===== src/rtl/fz_pkg.sv =====
package fz_pkg;
    // Membership set index shared by the error, change and voltage axes.
    typedef enum logic [1:0] {
        SET_N = 2'd0,
        SET_Z = 2'd1,
        SET_P = 2'd2
    } fz_set_e;

    localparam int NSET  = 3;
    localparam int NRULE = NSET * NSET;

    // Flat index of the rule for (error set, change set).
    function automatic int rule_idx(input fz_set_e e, input fz_set_e c);
        return int'(e) * NSET + int'(c);
    endfunction
endpackage


===== src/rtl/fz_min2.sv =====
module fz_min2 #(
    parameter int GW = 8
) (
    input  logic [GW-1:0] a,
    input  logic [GW-1:0] b,
    output logic [GW-1:0] y
);
    always_comb begin
        y = (a < b) ? a : b;
    end

    // The result must be one of the operands and no larger than either.
    always_comb begin
        p_min_bound_r1: assert ((y <= a) && (y <= b) && ((y == a) || (y == b)))
            else $error("min unit result out of bounds");
        if (a == b) begin
            p_min_equal_r5: assert (y == a)
                else $error("min of equal operands changed value");
        end
    end
endmodule


===== src/rtl/fz_max_chain.sv =====
module fz_max_chain #(
    parameter int GW = 8,
    parameter int N  = 4
) (
    input  logic [N-1:0][GW-1:0] din,
    output logic [GW-1:0]        y
);
    logic [N-1:0][GW-1:0] stage;

    assign stage[0] = din[0];

    // Cascade of two-input maximum stages.
    generate
        for (genvar i = 1; i < N; i++) begin : g_stage
            assign stage[i] = (din[i] > stage[i-1]) ? din[i] : stage[i-1];
        end
    endgenerate

    assign y = stage[N-1];

    always_comb begin
        for (int k = 0; k < N; k++) begin
            p_max_cover_r2: assert (y >= din[k])
                else $error("max chain result below input %0d", k);
        end
    end
endmodule


===== src/rtl/mamdani_servo_infer.sv =====
module mamdani_servo_infer
    import fz_pkg::*;
#(
    parameter int GW = 8
) (
    input  logic [GW-1:0] err_neg,
    input  logic [GW-1:0] err_zer,
    input  logic [GW-1:0] err_pos,
    input  logic [GW-1:0] chg_neg,
    input  logic [GW-1:0] chg_zer,
    input  logic [GW-1:0] chg_pos,
    output logic [GW-1:0] act_neg,
    output logic [GW-1:0] act_zer,
    output logic [GW-1:0] act_pos
);
    localparam int CHAIN = NSET + 1;

    logic [NSET-1:0][GW-1:0]  err_g;
    logic [NSET-1:0][GW-1:0]  chg_g;
    logic [NRULE-1:0][GW-1:0] str;
    logic [CHAIN-1:0][GW-1:0] neg_in;
    logic [CHAIN-1:0][GW-1:0] pos_in;

    assign err_g[SET_N] = err_neg;
    assign err_g[SET_Z] = err_zer;
    assign err_g[SET_P] = err_pos;
    assign chg_g[SET_N] = chg_neg;
    assign chg_g[SET_Z] = chg_zer;
    assign chg_g[SET_P] = chg_pos;

    // Nine parallel rule strengths, one per (error, change) pairing.
    generate
        for (genvar e = 0; e < NSET; e++) begin : g_err
            for (genvar c = 0; c < NSET; c++) begin : g_chg
                fz_min2 #(.GW(GW)) u_min (
                    .a (err_g[e]),
                    .b (chg_g[c]),
                    .y (str[e*NSET + c])
                );
            end
        end
    endgenerate

    // Negative drive: error negative with any change, plus zero error falling.
    assign neg_in[0] = str[rule_idx(SET_N, SET_N)];
    assign neg_in[1] = str[rule_idx(SET_N, SET_Z)];
    assign neg_in[2] = str[rule_idx(SET_N, SET_P)];
    assign neg_in[3] = str[rule_idx(SET_Z, SET_N)];

    // Positive drive: error positive with any change, plus zero error rising.
    assign pos_in[0] = str[rule_idx(SET_P, SET_N)];
    assign pos_in[1] = str[rule_idx(SET_P, SET_Z)];
    assign pos_in[2] = str[rule_idx(SET_P, SET_P)];
    assign pos_in[3] = str[rule_idx(SET_Z, SET_P)];

    fz_max_chain #(.GW(GW), .N(CHAIN)) u_neg (
        .din (neg_in),
        .y   (act_neg)
    );

    fz_max_chain #(.GW(GW), .N(CHAIN)) u_pos (
        .din (pos_in),
        .y   (act_pos)
    );

    // Zero drive has exactly one rule behind it.
    assign act_zer = str[rule_idx(SET_Z, SET_Z)];

    always_comb begin
        p_zero_single_r4: assert ((act_zer <= err_zer) && (act_zer <= chg_zer) &&
                                  ((act_zer == err_zer) || (act_zer == chg_zer)))
            else $error("zero drive not the zero/zero rule strength");
        p_neg_pick_r2: assert ((act_neg == neg_in[0]) || (act_neg == neg_in[1]) ||
                               (act_neg == neg_in[2]) || (act_neg == neg_in[3]))
            else $error("negative drive not one of its rule strengths");
        p_pos_pick_r3: assert ((act_pos == pos_in[0]) || (act_pos == pos_in[1]) ||
                               (act_pos == pos_in[2]) || (act_pos == pos_in[3]))
            else $error("positive drive not one of its rule strengths");
        p_neg_bound_r2: assert (act_neg <= ((err_neg > err_zer) ? err_neg : err_zer))
            else $error("negative drive exceeds its error premises");
        p_pos_bound_r3: assert (act_pos <= ((err_pos > err_zer) ? err_pos : err_zer))
            else $error("positive drive exceeds its error premises");
    end
endmodule


===== config.mk =====
export PLATFORM = sky130hd
export DESIGN_NAME = mamdani_servo_infer
export DESIGN_NICKNAME = d
export VERILOG_FILES = /design/src/rtl/fz_pkg.sv /design/src/rtl/fz_min2.sv /design/src/rtl/fz_max_chain.sv /design/src/rtl/mamdani_servo_infer.sv
export SDC_FILE = /design/constraint.sdc
export NUM_CORES = 1
export LEC_CHECK = 0
export BUFFER_PORTS_ARGS = -buffer_cell sky130_fd_sc_hd__buf_2
export CORE_ASPECT_RATIO = 1.2
export CORE_MARGIN = 2
export CORE_UTILIZATION = 50
export DETAILED_ROUTE_END_ITERATION = 7
export PLACE_DENSITY_LB_ADDON = 0.15
export SLEW_MARGIN = 20
export SYNTH_ARGS = -nofsm -noshare
export SYNTH_HDL_FRONTEND = slang
export SYNTH_SLANG_ARGS = --single-unit

===== constraint.sdc =====
create_clock -name vclk -period 19.4
set_input_delay 3.88 -clock vclk [all_inputs]
set_output_delay 3.88 -clock vclk [all_outputs]
set_load 0.05 [all_outputs]

==> flow_summary.ini <==
[status]
outcome = finished, final reports clean

[detailed_routing]
drc_errors = 0
wl_um = 12500
drt-pass1-iter-count = 5
wire_per_inst_um = 17.1
drt_iter0_markers = 256
vias = 4350
ant_nets = 0
vias_per_cell = 5.96

[global_routing]
grt_max_degree = 25
antenna_found_initial = 0
grt_usage_pct = 26.8
grt_pass1_vias = 4132
grt_pass1_wl_um = 20100
gr-total-overflow = 0

[timing]
tns_ns = 0
hold_viol = 0
setup-violations-final = 0
finalCritPeriodShare_pct = 80.3
rsz0062_at_grt = false
finalMaxSlewViolations = 0
worst_pin_slew_ns = 0.934
fin_crit_ns = 15.58
slew_headroom_pct = 37.8
max_freq_ghz = 0.0642

[placed_design]
gp_congestion = 0.917
place_hpwl_um = 10600
placed_area_um2 = 4630
dp.cells = 730
io_buffers = 72

[logic_synthesis]
synth_nets = 711
synthCells = 557
avgSynthCellArea_um2 = 7.56
synth_cell_type_count = 54
synth_area_um2 = 4210
yosysWarnings = 0
synth.yosys.seq_area_share_pct = 0

[cells_and_area]
utilization_pct = 56.9
finalNonFillerCells = 730
syn_to_final_growth_pct = 10.3
numSequentialCells = 0
seqCellArea_um2 = 0
num-clock-buffers = 0
drive_gt1_share_pct = 20.1
fin_nets = 772
layout_common_cells = ha_1 (106), buf_2 (72), inv_1 (45), a21oi_1 (45), nand2_1 (39)
final.fill_count = 831
fin_area_um2 = 4640
final_common_cell = ha_1
n_antenna_cell = 0

[cts]
cts_setup_buffers = 0
postCtsResizedCells = 0
hold_buffers = 0

[setup_path]
cp-start-kind = input port
path_common_cell = a21o_1
cp.arrival_ns = 11.70
cp.required_ns = 15.52
endpoint_kind = primary output
max_stage_delay_ns = 0.62
critPathMaxFanout = 24
critPathSlowestCell = o31ai_2
path_class = input port to primary output

[floorplan]
io_pins = 72
num_rows = 36
die_h_um = 105
dieWidth_um = 87.8
initial_core_util_pct = 51.6
die-area_um2 = 9170
core_um2 = 8150

[hold_path]
worstHoldPathCells = 4
whs_endpoint = act_zer[5]
min_path_type = input port to primary output
min_from = err_zer[5]

[power]
cellLeakagePower_nw = 2.43
power_per_cell_area_nw_per_um2 = 107
peakVddDrop_mv = 0.120

[job]
cap_violations = 0
## layout make-up
class / instances / area (um2) / share of cell area [%]
multi-input cells: 498 / 3960 / 85.4
inverters: 45 / 169 / 3.64
repair buffers: 73 / 368 / 7.92
well taps: 114 / 143 / 3.07
## power breakdown
part	switching, mW	total, mW	leakage (nW)	internal (mW)
logic	0.334	0.498	2.43	0.164
registers	0	0	0	0
clock network	0	0	0	0
## worst max-delay path by stage
stage,endpoint,slack (ns),startpoint,depth (start not counted)
final,act_neg[3],3.82,chg_zer[1],33
after global routing,act_neg[7],3.20,chg_zer[1],33
after CTS,act_pos[0],3.58,chg_zer[7],33
after detailed placement,act_pos[0],3.59,chg_zer[7],33
after global placement,act_pos[5],3.74,chg_zer[7],34
after floorplan,act_neg[6],4.26,chg_zer[1],32
## worst max-delay path: cells and delay by family
kind / cells / cell delay [ns]
AO/OA/AOI/OAI: 15 / 3.41
multiplexers: 3 / 1.05
AND/OR/NAND/NOR: 6 / 1.14
adder cells (fa/ha/maj): 4 / 1.21
buffers and inverters: 5 / 0.99
## stage by stage
step	power, mW	hold WS [ns]	setup WS [ns]
6_report	0.498	8.25	3.82
4_1_cts	0.496	8.24	3.58
2_1_floorplan	0.402	8.06	4.26
3_5_place_dp	0.494	8.24	3.59
5_1_grt	0.547	8.28	3.20
3_3_place_gp	0.485	8.25	3.74
## Yosys cell counts, drive strengths merged, types with 3 or more instances
cell      n  area share, %
nor2b    14            2.1
nand4    12            1.8
nor2     34            3.0
nand3b    4           0.71
a21o     25            4.5
ha      106             32
o31ai     3           0.65
a21oi    53            6.9
nand3    11            1.3
or3       4           0.59
buf       7            1.6
mux2     31            8.4
nand2    39            3.5
o211ai    4           0.95
and2      3           0.51
nor3      8            1.1
o21a     13            2.3
mux2i    30            7.1
inv      45            4.0
o41ai     6            1.2
o21ai    44            5.3
a211oi    6            1.1
nand2b   21            3.1
clkbuf    7           0.62
## logic make-up after synthesis
family                   after synthesis  share of synthesized area [%]
buffers and inverters                 59                           6.21
XOR/XNOR                               3                          0.624
multiplexers                          61                           15.5
AO/OA/AOI/OAI                        174                           27.6
AND/OR/NAND/NOR                      153                           18.3
adder cells (fa/ha/maj)              107                           31.7
## metal layers
metal | share of wire [%] | global-route usage (%)
met4 | 3.3 | 8.13
met3 | 4.0 | 1.03
met5 | 0 | 0
met1 | 41 | 33.3
met2 | 52 | 48.4
No activity file was read; power rests on OpenSTA's default activity.
